[src/rtl/clk_seq_pkg.sv]
package clk_seq_pkg;

    localparam logic [1:0] SRC_REF  = 2'd0;
    localparam logic [1:0] SRC_SLOW = 2'd1;
    localparam logic [1:0] SRC_OSC2 = 2'd2;
    localparam logic [1:0] SRC_OSC1 = 2'd3;

    typedef enum logic [2:0] {
        REQ_NONE,
        REQ_SEL,
        REQ_O1_ON,
        REQ_O1_OFF,
        REQ_O2_ON,
        REQ_O2_OFF
    } req_kind_e;

    typedef enum logic [2:0] {
        ST_IDLE,
        ST_SW_MUX,
        ST_SW_DIV,
        ST_ON_WAIT,
        ST_ON_SETTLE,
        ST_OFF_GAP1,
        ST_OFF_GAP2
    } seq_state_e;

    typedef struct packed {
        seq_state_e st;
        logic [1:0] mux;
        logic       div2;
        logic       o1_en;
        logic       o1_gate;
        logic       o2_dis;
        logic       o2_gate;
        logic       done;
        logic       osc_sel;
        logic [1:0] tgt;
    } seq_regs_t;

endpackage

[src/rtl/clk_seq_arb.sv]
module clk_seq_arb
    import clk_seq_pkg::*;
(
    input  logic      idle,
    input  logic      sel_wr,
    input  logic      o1_on,
    input  logic      o1_off,
    input  logic      o2_on,
    input  logic      o2_off,
    output req_kind_e kind
);
    always_comb begin
        kind = REQ_NONE;
        if (idle) begin
            if (sel_wr)       kind = REQ_SEL;
            else if (o1_on)   kind = REQ_O1_ON;
            else if (o1_off)  kind = REQ_O1_OFF;
            else if (o2_on)   kind = REQ_O2_ON;
            else if (o2_off)  kind = REQ_O2_OFF;
        end
    end
endmodule

[src/rtl/clk_seq_timer.sv]
module clk_seq_timer #(
    parameter int W = 12
) (
    input  logic         clk,
    input  logic         rst_n,
    input  logic         load,
    input  logic [W-1:0] load_val,
    output logic         zero
);
    logic [W-1:0] cnt_d, cnt_q;

    always_comb begin
        cnt_d = cnt_q;
        if (load)               cnt_d = load_val;
        else if (cnt_q != '0)   cnt_d = cnt_q - 1'b1;
    end

    always_ff @(posedge clk or negedge rst_n) begin
        if (!rst_n) cnt_q <= '0;
        else        cnt_q <= cnt_d;
    end

    assign zero = (cnt_q == '0);
endmodule

[src/rtl/clk_src_seq.sv]
module clk_src_seq
    import clk_seq_pkg::*;
#(
    parameter int CYC_PER_US = 26,
    parameter int ON_US      = 150,
    parameter int OFF_US     = 50
) (
    input  logic       clk,
    input  logic       rst_n,
    input  logic       sel_wr,
    input  logic [1:0] sel_val,
    input  logic       osc1_on_req,
    input  logic       osc1_off_req,
    input  logic       osc2_on_req,
    input  logic       osc2_off_req,
    output logic       busy,
    output logic       done,
    output logic [1:0] mux_sel,
    output logic       div2_sel,
    output logic       osc1_en,
    output logic       osc1_gate,
    output logic       osc2_dis,
    output logic       osc2_gate
);
    localparam int ON_CYC  = ON_US * CYC_PER_US;
    localparam int OFF_CYC = OFF_US * CYC_PER_US;
    localparam int MAX_CYC = (ON_CYC > OFF_CYC) ? ON_CYC : OFF_CYC;
    localparam int CNT_W   = $clog2(MAX_CYC) + 1;
    localparam logic [CNT_W-1:0] ON_LOAD  = CNT_W'(ON_CYC - 1);
    localparam logic [CNT_W-1:0] OFF_LOAD = CNT_W'(OFF_CYC - 1);

    seq_regs_t        r_d, r_q;
    req_kind_e        req_kind;
    logic             tmr_load;
    logic [CNT_W-1:0] tmr_val;
    logic             tmr_zero;

    clk_seq_arb u_arb (
        .idle   (r_q.st == ST_IDLE),
        .sel_wr (sel_wr),
        .o1_on  (osc1_on_req),
        .o1_off (osc1_off_req),
        .o2_on  (osc2_on_req),
        .o2_off (osc2_off_req),
        .kind   (req_kind)
    );

    clk_seq_timer #(.W(CNT_W)) u_timer (
        .clk      (clk),
        .rst_n    (rst_n),
        .load     (tmr_load),
        .load_val (tmr_val),
        .zero     (tmr_zero)
    );

    always_comb begin
        r_d      = r_q;
        r_d.done = 1'b0;
        tmr_load = 1'b0;
        tmr_val  = ON_LOAD;
        unique case (r_q.st)
            ST_IDLE: begin
                unique case (req_kind)
                    REQ_SEL: begin
                        r_d.tgt = sel_val;
                        if (sel_val == SRC_OSC1) begin
                            r_d.div2 = 1'b1;        // halve first
                            r_d.st   = ST_SW_MUX;
                        end else begin
                            r_d.mux  = sel_val;     // move mux first
                            r_d.st   = ST_SW_DIV;
                        end
                    end
                    REQ_O1_ON: begin
                        r_d.o1_en   = 1'b1;
                        r_d.osc_sel = 1'b0;
                        tmr_load    = 1'b1;
                        r_d.st      = ST_ON_WAIT;
                    end
                    REQ_O2_ON: begin
                        r_d.o2_dis  = 1'b0;
                        r_d.osc_sel = 1'b1;
                        tmr_load    = 1'b1;
                        r_d.st      = ST_ON_WAIT;
                    end
                    REQ_O1_OFF: begin
                        r_d.o1_gate = 1'b0;
                        r_d.osc_sel = 1'b0;
                        tmr_load    = 1'b1;
                        tmr_val     = OFF_LOAD;
                        r_d.st      = ST_OFF_GAP1;
                    end
                    REQ_O2_OFF: begin
                        r_d.o2_gate = 1'b0;
                        r_d.osc_sel = 1'b1;
                        tmr_load    = 1'b1;
                        tmr_val     = OFF_LOAD;
                        r_d.st      = ST_OFF_GAP1;
                    end
                    default: ;
                endcase
            end
            ST_SW_MUX: begin
                r_d.mux  = r_q.tgt;
                r_d.done = 1'b1;
                r_d.st   = ST_IDLE;
            end
            ST_SW_DIV: begin
                r_d.div2 = 1'b0;
                r_d.done = 1'b1;
                r_d.st   = ST_IDLE;
            end
            ST_ON_WAIT: begin
                if (tmr_zero) begin
                    if (!r_q.osc_sel) begin
                        r_d.o1_gate = 1'b1;
                        r_d.done    = 1'b1;
                        r_d.st      = ST_IDLE;
                    end else begin
                        r_d.o2_gate = 1'b1;
                        tmr_load    = 1'b1;
                        tmr_val     = OFF_LOAD;
                        r_d.st      = ST_ON_SETTLE;
                    end
                end
            end
            ST_ON_SETTLE: begin
                if (tmr_zero) begin
                    r_d.done = 1'b1;
                    r_d.st   = ST_IDLE;
                end
            end
            ST_OFF_GAP1: begin
                if (tmr_zero) begin
                    if (!r_q.osc_sel) r_d.o1_en  = 1'b0;
                    else              r_d.o2_dis = 1'b1;
                    tmr_load = 1'b1;
                    tmr_val  = OFF_LOAD;
                    r_d.st   = ST_OFF_GAP2;
                end
            end
            ST_OFF_GAP2: begin
                if (tmr_zero) begin
                    r_d.done = 1'b1;
                    r_d.st   = ST_IDLE;
                end
            end
            default: r_d.st = ST_IDLE;
        endcase
    end

    always_ff @(posedge clk or negedge rst_n) begin
        if (!rst_n) begin
            r_q         <= '0;
            r_q.st      <= ST_IDLE;
            r_q.mux     <= SRC_REF;
            r_q.o2_dis  <= 1'b1;
        end else begin
            r_q <= r_d;
        end
    end

    assign busy      = (r_q.st != ST_IDLE);
    assign done      = r_q.done;
    assign mux_sel   = r_q.mux;
    assign div2_sel  = r_q.div2;
    assign osc1_en   = r_q.o1_en;
    assign osc1_gate = r_q.o1_gate;
    assign osc2_dis  = r_q.o2_dis;
    assign osc2_gate = r_q.o2_gate;
endmodule

[config.mk]
export PLATFORM = sky130hd
export DESIGN_NAME = clk_src_seq
export DESIGN_NICKNAME = d
export VERILOG_FILES = /design/src/rtl/clk_seq_pkg.sv /design/src/rtl/clk_seq_arb.sv /design/src/rtl/clk_seq_timer.sv /design/src/rtl/clk_src_seq.sv
export SDC_FILE = /design/constraint.sdc
export NUM_CORES = 1
export LEC_CHECK = 0
export ABC_AREA = 1
export BUFFER_PORTS_ARGS = -buffer_cell sky130_fd_sc_hd__buf_2
export CAP_MARGIN = 20
export CORE_AREA = 2 2 61 75
export DETAILED_ROUTE_END_ITERATION = 16
export DIE_AREA = 0 0 63 77
export PLACE_DENSITY_LB_ADDON = 0.12
export SLEW_MARGIN = 20
export SYNTH_ARGS = -nofsm -noshare
export SYNTH_HDL_FRONTEND = slang
export SYNTH_HIERARCHICAL = 1
export SYNTH_SLANG_ARGS = --single-unit
[constraint.sdc]
create_clock -name clk -period 6.15 [get_ports clk]
set_clock_uncertainty 0.05 [all_clocks]
set_input_delay 1.23 -clock clk [delete_from_list [all_inputs] [get_ports clk]]
set_output_delay 1.23 -clock clk [all_outputs]
set_load 0.03 [all_outputs]
Word level (Yosys, flattened, before mapping):

Index checks and enable logic that the tools add are counted.

* register bits after elaboration: 27
* bits in latches: 0
* RAM bits: 0
* bits in read-only memories: 0
* output and inout bits: 9
* word-level logic and storage cells: 113
* memories kept: 0

* add/subtract/negate cells: 1
* multiply operators: 0
* div/mod/pow operators: 0
* order comparisons: 0
* equal/unequal tests: 27
* shift operators: 0
* multiplexer cells: 48
* bitwise operators: 0
* reduce and logical (&&, ||, !) cells: 26

Operators with widths (count)
* 2-to-1 mux 12 bit: 4
* case mux 12 bit (3 select lines): 1
* 2-to-1 mux 3 bit: 11
* 2-to-1 mux 13 bit: 2
* inequality test 2 bit, second input constant: 13
* AND reduction 4 bit: 5
* 2-to-1 mux 1 bit: 16
* equality test 3 bit, second input constant: 5
* logical NOT 13 bit: 1
* nonzero test 13 bit: 1
* subtractor 13 x 1 -> 13 bit, second input constant: 1
* equality test 3 x 2 -> 1 bit, second input constant: 4
* case mux 1 bit (2 select lines): 6
* case mux 3 bit (4 select lines): 1
* nonzero test 2 bit: 6
* OR reduction 2 bit: 6
* case mux 3 bit (3 select lines): 1
* equality test 3 x 1 -> 1 bit, second input constant: 2
* 2-to-1 mux 2 bit: 3
* case mux 1 bit (3 select lines): 2
* AND reduction 3 bit: 2
* inequality test 4 bit, second input constant: 1
* case mux 2 bit (2 select lines): 1
* AND reduction 2 bit: 2
* 5 further kinds: 5

Logic depth before layout (Yosys ltp):

Gate-level depths: netlist of run 1.

* depth after elaboration: 11
* depth in mapped cells: 16
* gate-level depth less buffers: 15

Modules after synthesis:

The synthesis of run 1 kept the hierarchy.

Modules (own cells, without submodules)
* clk_seq_timer: times used 1, cells each 135, area an instance 910.9 um^2, seq. area each 325.3 um^2
* clk_src_seq: times used 1, cells each 126, area an instance 845.8 um^2, seq. area each 351.6 um^2
* clk_seq_arb: times used 1, cells each 14, area an instance 58.8 um^2, seq. area each 0.0 um^2

Least setup slack after synthesis of run 1:

Ideal clock, no wire load.

* path kind: input to register
* start: in osc1_on_req
* end: reg u_timer.cnt_q[1]
* setup time: 0.117 ns
* arrival time: 2.624 ns
* data required time: 5.983 ns
* slack: 3.359 ns
* cell stages on the path: 13
* cells stage by stage: nor2_1 o21ai_1 nor2_1 inv_1 nand2_1 nand2_1 nand2_1 o211ai_1 inv_1 buf_2 nand3_1 nand2_1 nand2_1

* longest elaborated chain between the ends: 8
* elaborated cells between the ends (all ways): 12
* those cells by class: eq/ne: 4; mux: 6; reduce/logical: 2

Ends and longest elaborated chain
* from (decl): line clk_src_seq.sv:12 `input logic osc1_on_req,`
* 2-to-1 mux 3 bit (*): line clk_seq_arb.sv:16 `else if (o1_on) kind = REQ_O1_ON;`
* 2-to-1 mux 3 bit (*): line clk_seq_arb.sv:15 `if (sel_wr) kind = REQ_SEL;`
* 2-to-1 mux 3 bit (*): line clk_seq_arb.sv:14 `if (idle) begin`
* net req_kind[2]: line clk_src_seq.sv:33 `req_kind_e req_kind;`
* equality test 3 bit or equality test 3 x 2 -> 1 bit (tied branches): line clk_src_seq.sv:63 `unique case (req_kind)`
* OR reduction 4 bit (no source line) (*)
* 2-to-1 mux 1 bit (*): line clk_src_seq.sv:63
* case mux 1 bit (3 select lines) (*): line clk_src_seq.sv:61 `unique case (r_q.st)`
* net tmr_load: line clk_src_seq.sv:34 `logic tmr_load;`
* 2-to-1 mux 13 bit or nonzero test 2 bit (tied branches)
* to (signal assigned): line clk_seq_timer.sv:20 `else cnt_q <= cnt_d;`
* to (decl): line clk_seq_timer.sv:10 `logic [W-1:0] cnt_d, cnt_q;`

The timed path passes the listed nets; every way through them passes the cells marked *.
A chain may end at the register's enable or synchronous reset.

Final worst setup path of run 1:

Same ends and word-level chain as after synthesis.

==> flow_summary_export.csv, run 1 <==
group,metric,value,unit
outcome,status,"completed",
routing,firstDrtPassIters,4,
setup_path,cp_max_fo,14,
global_route,grt-ovfl-total,0,
clock_network,cts_hold_buf,0,
die,start_util,0.4394,
clock_network,post_cts_resized,0,
placement,port_buffers,17,
clock_network,cts_max_path_buffers,2,
clock_network,clk_pin_slew,90,ps
routing,ant_nets,0,
routing,vias_per_cell,4.800,
flow_run,maxCapViolations,0,
power_and_ir_drop,leakage,1.027,nW
logic_synthesis,async_flop_share,1.000,
timing,slew_viol_final,0,
setup_path,worstSetupEndpointType,"flop",
worst_hold_path,hold_path.class,"flop to flop",
layout,nets,311,
timing,finalSetupViolations,0,
timing,slew_headroom,0.4205,
routing,wirelength,3.810,mm
logic_synthesis,ys_ff_latch,27,
placement,placed_cells,351,
global_route,grt_max_degree,28,
setup_path,critPathKind,"primary input to flop",
routing,wl_per_cell,10.73,um
clock_network,root_buffer,"clkbuf_8",
setup_path,start_kind,"primary input",
global_route,grt_pass1_vias,1706,
setup_path,arrival,3320,ps
clock_network,cts_tree,"yes",
die,rows,26,
clock_network,numCtsBuffers,3,
logic_synthesis,synth_cell_types,30,
clock_network,cts-htree-levels,1,
logic_synthesis,syn_area,0.001815,mm2
layout,final_cells,355,
timing,setup_tns,0,ps
timing,max_freq,0.3124,GHz
timing,fin_crit_sh,0.5205,
global_route,grt_use_total,0.1810,
clock_network,clk-insertion-delay-late,270,ps
routing,route.detailed.drc,0,
timing,hold_viol,0,
placement,post-dp-hpwl,3.134,mm
die,coreArea,0.004131,mm2
clock_network,post_cts_buffers,0,
layout,syn_to_final_growth,11.37,%
setup_path,worstPathRequired,6270,ps
logic_synthesis,synth-main-ff-cell,"dfrtp_1",
logic_synthesis,yosys_warnings,6,
logic_synthesis,synth_cells,275,
die,io_pins,18,
layout,multi_input_comb_area,0.001025,mm2
global_route,grt_pass1_wl,7.107,mm
power_and_ir_drop,power.density,391.6,mW/mm2
timing,tightestPinTransition,865.4,ps
logic_synthesis,yosysSeqAreaShare,0.3728,
power_and_ir_drop,finalPower,791.8,uW
layout,n_fill_cell,467,
global_route,antenna_found_initial,0,
die,die_area,0.004851,mm2
logic_synthesis,synth_edf_count,0,
placement,routabilityCongestion,0.7988,
power_and_ir_drop,peakVddDrop,0.1651,mV
timing,rsz0062_at_grt,"no",
die,fp.dieH,77,um
die,die_w,63,um
clock_network,cts_sinks,27,
logic_synthesis,syn-mean-instance-area,6.602,um2
layout,diodes,0,
timing,fin_crit,3201,ps
routing,drtIter0Drc,38,
layout,layout-drive-gt1-share,0.1438,
layout,register_area,676.9,um2
routing,num_vias,1704,
-- cells by family (layout without fill, tap and decap cells) --
| kind of cell | count (synthesis) | after routing | share of synthesized area |
|---|---|---|---|
| AO/OA/AOI/OAI | 27 | 27 | 0.08064 |
| XOR/XNOR | 3 | 3 | 0.01448 |
| adder cells (fa/ha/maj) | 2 | 2 | 0.01378 |
| buffers and inverters | 35 | 52 | 0.07718 |
| flip-flops | 27 | 27 | 0.3728 |
| other | 2 | 9 | 0.004137 |
| AND/OR/NAND/NOR | 179 | 179 | 0.4369 |
-- metrics by stage --
| step | instance area, um2 | hold WS [ps] | util | setup slack, ps |
|---|---|---|---|---|
| 2_1_floorplan | 1842 | 404.2 | - | 3359 |
| 3_3_place_gp | 1973 | 408.6 | 0.4776 | 2697 |
| 3_5_place_dp | 1973 | 420.0 | 0.4776 | 2633 |
| 4_1_cts | 2022 | 434.9 | 0.4894 | 2938 |
| 5_1_grt | 2022 | 468.4 | 0.4894 | 2532 |
| 6_report | 2022 | 431.9 | 0.4894 | 2949 |
-- flip-flops by register name, summed over array words and instances (netlist names) --
signal and count:
done 1, osc1_gate 1, osc1_en 1, osc2_gate 1
osc2_dis 1, u_timer/cnt_q 13, r_q 6, div2_sel 1
mux_sel 2
-- per-layer routing --
metal	share of wire	wire, um	vias up	track usage
li1	-	-	901	-
met1	0.44	1671	773	0.2137
met2	0.51	1943	22	0.3277
met3	0.028	107	8	0.01906
met4	0.023	89	0	0.07778
met5	0	0	-	0
-- area by class of cell --
cell class,instances,area share
well taps,56,0.03465
inverters,31,0.05755
clock inverters,1,0.003713
multi-input cells,220,0.5068
clock buffers,3,0.02042
flip-flops and latches,27,0.3348
repair buffers,17,0.04208
-- synthesized netlist by cell type, types with 3 or more instances --
library cell   n  share of area
a21oi_1        4          0.011
dfrtp_1       26           0.36
inv_1         29          0.060
nand2_1       99           0.20
nand2_2        4          0.014
nand3_1       21          0.058
nand3b_1       3          0.012
nand4_1        4          0.014
nor2_1        30          0.062
nor2_2         8          0.028
nor2_4         3          0.019
nor3_1         3         0.0083
o21ai_0       18          0.050
xor2_1         3          0.014
-- final timing paths --
kind / start / endpoint / slack, ps / cells after the start
setup / recovery: osc1_on_req / u_timer/cnt_q[1] / 2950 / 13
hold / removal: osc2_dis / osc2_dis / 430 / 2
setup reg to reg: r_q[13] / u_timer/cnt_q[1] / 3190 / 14
hold reg to reg: osc2_dis / osc2_dis / 430 / 2
max in group asynchronous: rst_n / r_q[13] / 4750 / 1
min in group asynchronous: rst_n / u_timer/cnt_q[3] / 900 / 1
-- placed cells by master (no fill, tap or decap), types with 2 or more instances in the layout --
cell type	instances
clkbuf_8	3
inv_2	2
ha_1	2
nand4_1	4
nand2_1	99
buf_2	17
dfrtp_1	26
nor3_1	3
xor2_1	3
nand2_2	4
inv_1	29
nand3_1	21
nand3b_1	3
a21oi_1	4
nor2_4	3
nor2_1	30
o21ai_0	18
conb_1	9
nor2_2	8
-- where the power goes --
group / switching, mW / internal [mW]
registers: 0.0725 / 0.252
clock network: 0.0559 / 0.0459
logic: 0.243 / 0.123
total: 0.371 / 0.421
-- critical path, cell delays in order --
cell      delay (ps)
buf_2            100
nor2_1           130
o21ai_1           80
nor2_1           240
inv_1            140
nand2_1          120
nand2_1           90
nand2_1          110
o211ai_1         360
inv_1            390
nand3_1          180
nand2_1           90
nand2_1           50
Note: power is estimated with default switching activity, not from simulation.
==> inputs of run 2 (changes only) <==
Clock period 6.15 ns to 3 ns, I/O delays scaled along.
==> run 2 against run 1 <==
- sequential power grew 110%
- non-clock buffer count increased by 1
- setup slack got worse by 2500 ps
- cell count up 0.28%
- clock power is 110% higher
- sequential share of layout area shrank 0.12 points
- largest power group unchanged
- highest routed layer unchanged
- combinational power increased by 100%
- routed wire length up 1.9%
- sequential cell count stayed put
- first-iteration DRC count rose by 71%
- via count decreased by 0.47%
- final area is 0.37% higher
==> flow_summary_export.csv, run 2 (synthesis results as in run 1) <==
group,metric,value,unit
outcome,status,"completed",
timing,slew_viol_final,0,
global_route,grt_pass1_vias,1662,
clock_network,cts_max_path_buffers,2,
placement,place_area,0.001981,mm2
layout,syn_to_final_growth,11.79,%
setup_path,worstPathCellList,"inv_2, nand2_1, nor2_4, nand2_1, nor2_1, inv_1, nand2_1, nand2_1, nand2_1, o211ai_1, inv_1, nand3_1, nand2_1, nand2_1",
setup_path,crit_family,"simple AND/OR/NAND/NOR gates",
layout,layout-drive-gt1-share,0.1467,
setup_path,worstPathRequired,3130,ps
routing,ant_nets,0,
die,rows,26,
timing,fin_crit_sh,0.8372,
timing,fin_crit,2512,ps
timing,slew_headroom,0.5963,
clock_network,cts_tree,"yes",
power_and_ir_drop,seqPwrFrac,0.410,
placement,port_buffers,17,
flow_run,maxCapViolations,0,
power_and_ir_drop,pwr-share-clk,0.133,
setup_path,cpMostUsedCell,"nand2_1",
layout,largest_reg_flops,13,
clock_network,cts-htree-levels,1,
layout,largest-register,"u_timer/cnt_q",
setup_path,reg2reg_depth,14,
layout,register_area,676.9,um2
routing,drtIter0Drc,65,
setup_path,reg2reg_from,"r_q[13]",
global_route,grt_use_total,0.1787,
routing,vias_per_cell,4.764,
layout,diodes,0,
routing,wirelength,3.884,mm
die,die_area,0.004851,mm2
power_and_ir_drop,intPower,861.7,uW
setup_path,r2r_slack,490,ps
setup_path,r2r-end,"u_timer/cnt_q[1]",
clock_network,root_buffer,"clkbuf_8",
timing,whs,271.1,ps
power_and_ir_drop,combPwrFrac,0.457,
layout,fin_area,0.002029,mm2
setup_path,max_stage_delay,470,ps
power_and_ir_drop,leakage,1.033,nW
clock_network,post_cts_buffers,0,
global_route,grt-ovfl-total,0,
clock_network,clk_pin_slew,100,ps
global_route,antenna_found_initial,0,
layout,final_cell_mix,"99 x nand2_1, 30 x nor2_1, 29 x inv_1",
placement,pre_cts_slack,523.6,ps
clock_network,clk-insertion-delay-late,270,ps
global_route,grt_max_degree,28,
placement,routabilityCongestion,0.8427,
layout,layout_commonest_cell,"nand2_1",
layout,n_fill_cell,453,
setup_path,slowest_stage,"dfrtp_1",
timing,tightestPinTransition,605.5,ps
setup_path,cp.buffers_inverters,3,
clock_network,cts_hold_buf,0,
layout,multi_input_comb_area,0.001025,mm2
setup_path,cp_max_fo,11,
die,coreArea,0.004131,mm2
timing,finalSetupViolations,0,
routing,firstDrtPassIters,4,
layout,nets,312,
clock_network,cts_sinks,27,
routing,wl_per_cell,10.91,um
clock_network,post_cts_resized,0,
setup_path,worstSetupEndpointType,"flop",
power_and_ir_drop,power_switching,761.5,uW
clock_network,numCtsBuffers,3,
timing,hold_viol,0,
power_and_ir_drop,peakVddDrop,0.3486,mV
power_and_ir_drop,power.density,799.8,mW/mm2
placement,post-dp-hpwl,3.064,mm
timing,setup_tns,0,ps
routing,route.detailed.drc,0,
die,die_w,63,um
routing,num_vias,1696,
timing,rsz0062_at_grt,"no",
setup_path,start_kind,"flop",
global_route,grt_pass1_wl,7.031,mm
timing,max_freq,0.3982,GHz
die,io_pins,18,
setup_path,arrival,2640,ps
setup_path,critPathKind,"flop to flop",
die,start_util,0.4394,
power_and_ir_drop,swShare,0.4691,
die,fp.dieH,77,um
worst_hold_path,hold_path.class,"primary input to async pin",
timing,worst_slack,488.4,ps
[run 2: worst reg2reg max path: stages, from the launching register on]
cell and delay (ps):
dfrtp_1 470, inv_2 100, nand2_1 80, nor2_4 220, nand2_1 100, nor2_1 250, inv_1 130, nand2_1 110
nand2_1 100, nand2_1 120, o211ai_1 110, inv_1 260, nand3_1 170, nand2_1 90, nand2_1 50
[run 2: area by class of cell]
type / instances / area share
Multi-Input combinational cell: 220 / 0.5049
Sequential cell: 27 / 0.3335
Inverter: 31 / 0.05734
Timing Repair Buffer: 18 / 0.04562
Clock buffer: 3 / 0.02035
Tap cell: 56 / 0.03453
Clock inverter: 1 / 0.003699
[run 2: power groups by stage]
stage / Combinational [mW] / Clock, mW / Sequential, mW
2_1_floorplan: 0.564 / 0 / 0.679
3_3_place_gp: 0.743 / 0 / 0.671
3_5_place_dp: 0.745 / 0 / 0.672
4_1_cts: 0.748 / 0.220 / 0.665
5_1_grt: 0.860 / 0.241 / 0.689
6_report: 0.741 / 0.217 / 0.665
[run 2: how the worst max path moves through the flow]
stage                             endpoint   startpoint  depth (start not counted)  slack, ps
after floorplan           u_timer/cnt_q[1]      r_q[13]                         15        750
after global placement    u_timer/cnt_q[2]  osc1_on_req                         14        580
after detailed placement  u_timer/cnt_q[2]      r_q[13]                         15        520
after CTS                 u_timer/cnt_q[2]      r_q[13]                         15        490
after global routing      u_timer/cnt_q[0]      r_q[13]                         14        100
final                     u_timer/cnt_q[1]      r_q[13]                         14        490
[run 2: metal layers]
layer,global-route usage,vias to the layer above,part of all wire
li1,-,903,-
met5,0,-,0
met2,0.3298,15,0.52
met4,0.07333,0,0.023
met3,0.01760,7,0.017
met1,0.2074,771,0.44
[run 2: per-stage QoR]
step                      std cells  power (mW)    util
after floorplan                 282       1.244       -
after global placement          352       1.414  0.4794
after detailed placement        352       1.417  0.4794
after CTS                       356       1.633  0.4912
after global routing            356       1.791  0.4912
final                           356       1.623  0.4912
==> inputs of run 3 (changes only) <==
Clock period 3 ns to 2.44 ns, I/O delays scaled along.
==> run 3 against run 2 <==
- clock power is 18% higher
- cell count is 1.4% higher
- core utilization is 0.97 points higher
- worst hold slack worse by 100 ps
- critical path type unchanged
- critical endpoint is now u_timer/cnt_q[3]
- largest cell class unchanged
==> flow_summary_export.csv, run 3 (synthesis results as in run 1) <==
group,metric,value,unit
layout,largest_reg_flops,13,
routing,highest_layer,"met4",
die,start_util,0.4394,
die,die_area,0.004851,mm2
setup_path,slowest_stage,"dfrtp_1",
global_route,grt-ovfl-total,0,
clock_network,cts_sinks,27,
routing,wirelength,3.857,mm
clock_network,cts_tree,"yes",
routing,vias_per_cell,4.706,
routing,wl_per_cell,10.68,um
setup_path,worstSetupEndpointType,"flop",
layout,nets,317,
power_and_ir_drop,peakVddDrop,0.4851,mV
routing,ant_nets,0,
outcome,status,"completed",
clock_network,cts_max_path_buffers,2,
clock_network,numCtsBuffers,3,
setup_path,worstPathRequired,2560,ps
power_and_ir_drop,seqPwrFrac,0.405,
setup_path,reg2reg_from,"u_timer/cnt_q[0]",
setup_path,arrival,2280,ps
die,die_w,63,um
clock_network,clk_pin_slew,100,ps
setup_path,start_kind,"flop",
placement,routabilityCongestion,0.9028,
routing,met3_length,114,um
global_route,grt_pass1_vias,1703,
clock_network,clk-insertion-delay-late,270,ps
layout,n_fill_cell,448,
layout,final_cell_mix,"99 x nand2_1, 29 x nor2_1, 28 x inv_1",
setup_path,r2r_slack,280,ps
placement,post-dp-hpwl,3.141,mm
routing,drt-met1-wl,1.630,mm
routing,route.detailed.drc,0,
timing,finalSetupViolations,0,
setup_path,cpMostUsedCell,"inv_1",
power_and_ir_drop,finalPower,2.003,mW
die,coreArea,0.004131,mm2
power_and_ir_drop,swShare,0.4631,
setup_path,cp_max_fo,7,
routing,firstDrtPassIters,4,
timing,tightestPinTransition,612.4,ps
layout,syn_to_final_growth,13.99,%
die,io_pins,18,
global_route,grt_pass1_wl,7.148,mm
timing,hold_viol,0,
timing,slew_headroom,0.5917,
clock_network,cts-htree-levels,1,
timing,fin_crit,2162,ps
die,rows,26,
global_route,grt_use_total,0.1804,
routing,num_vias,1699,
layout,diodes,0,
global_route,grt_max_degree,28,
clock_network,root_buffer,"clkbuf_8",
timing,setup_tns,0,ps
timing,slew_viol_final,0,
layout,layout_commonest_cell,"nand2_1",
routing,drtIter0Drc,68,
layout,largest-register,"u_timer/cnt_q",
power_and_ir_drop,intPower,1.075,mW
worst_hold_path,hold_path.class,"primary input to async pin",
die,fp.dieH,77,um
setup_path,max_stage_delay,410,ps
timing,fin_crit_sh,0.8861,
power_and_ir_drop,leakage,1.058,nW
routing,wl_met2,2.015,mm
timing,max_freq,0.4625,GHz
setup_path,critPathKind,"flop to flop",
setup_path,cp.buffers_inverters,3,
setup_path,r2r-end,"u_timer/cnt_q[3]",
placement,port_buffers,17,
timing,rsz0062_at_grt,"no",
global_route,antenna_found_initial,0,
setup_path,reg2reg_depth,11,
layout,layout-drive-gt1-share,0.1672,
flow_run,maxCapViolations,0,
setup_path,worstPathCellList,"inv_1, ha_1, nand3_1, nor2_1, nand3_1, inv_1, inv_1, o21ai_0, nand4_1, o21ai_0, nor2_1",
power_and_ir_drop,pwr-share-clk,0.128,
power_and_ir_drop,combPwrFrac,0.467,
power_and_ir_drop,power.density,967.7,mW/mm2
setup_path,crit_family,"simple AND/OR/NAND/NOR gates",
power_and_ir_drop,power_switching,927.4,uW
[run 3: changes by cell type in the layout (fill, tap and decap cells not counted)]
cell,delta
inv_2,+1
nor2_2,+1
inv_1,-1
nor2_1,-1
buf_4,+5
[run 3: routing by layer]
layer | global-route usage | up-vias
met1 | 0.2062 | 744
li1 | - | 916
met4 | 0.07111 | 0
met3 | 0.02053 | 10
met5 | 0 | -
met2 | 0.3362 | 29
[run 3: layout make-up]
cell class	count	area (um2)	share of cell area
multi-input cells	220	1027	0.4964
flip-flops and latches	27	676.9	0.3271
repair buffers	23	130.1	0.06288
inverters	31	116.4	0.05623
well taps	56	70.07	0.03386
clock buffers	3	41.29	0.01995
clock inverters	1	7.507	0.003628
[run 3: how the worst max path moves through the flow]
stage	to	cells past startpoint	slack, ps	start
2_1_floorplan	u_timer/cnt_q[1]	15	190	r_q[13]
3_3_place_gp	u_timer/cnt_q[0]	14	160	r_q[11]
3_5_place_dp	u_timer/cnt_q[0]	14	150	r_q[11]
4_1_cts	u_timer/cnt_q[0]	14	130	r_q[11]
5_1_grt	u_timer/cnt_q[1]	14	20	r_q[11]
6_report	u_timer/cnt_q[3]	11	280	u_timer/cnt_q[0]
[run 3: timing repair]
item                                    CTS  global route
endpoints found under the hold margin     0             0
hold buffers                              0             0
resized for setup                         0             2
endpoints found under the setup margin    0            13
buffers inserted                          0             1
[run 3: metrics by stage]
stage / area, um2 / setup WS, ps / instances / hold slack [ps] / utilization
after floorplan: 1842 / 186.9 / 282 / 142.4 / -
after global placement: 2011 / 163.1 / 356 / 412.6 / 0.4867
after detailed placement: 2011 / 154.3 / 356 / 416.0 / 0.4867
after CTS: 2059 / 125.8 / 360 / 181.6 / 0.4985
after global routing: 2069 / 21.50 / 361 / 205.2 / 0.5009
final: 2069 / 277.9 / 361 / 167.5 / 0.5009
[run 3: power groups by stage]
stage	Clock (mW)	Combinational [mW]	Sequential [mW]
global placement	0	0.941	0.815
detailed placement	0	0.942	0.819
global route	0.290	1.09	0.842
CTS	0.269	0.947	0.810
floorplan	0	0.694	0.835
finish	0.257	0.935	0.811
[run 3: worst register-to-register path, cell delays in order, from the launching register on]
cell	delay [ps]
dfrtp_1	410
inv_1	140
ha_1	190
nand3_1	80
nor2_1	120
nand3_1	80
inv_1	80
inv_1	100
o21ai_0	270
nand4_1	270
o21ai_0	220
nor2_1	50
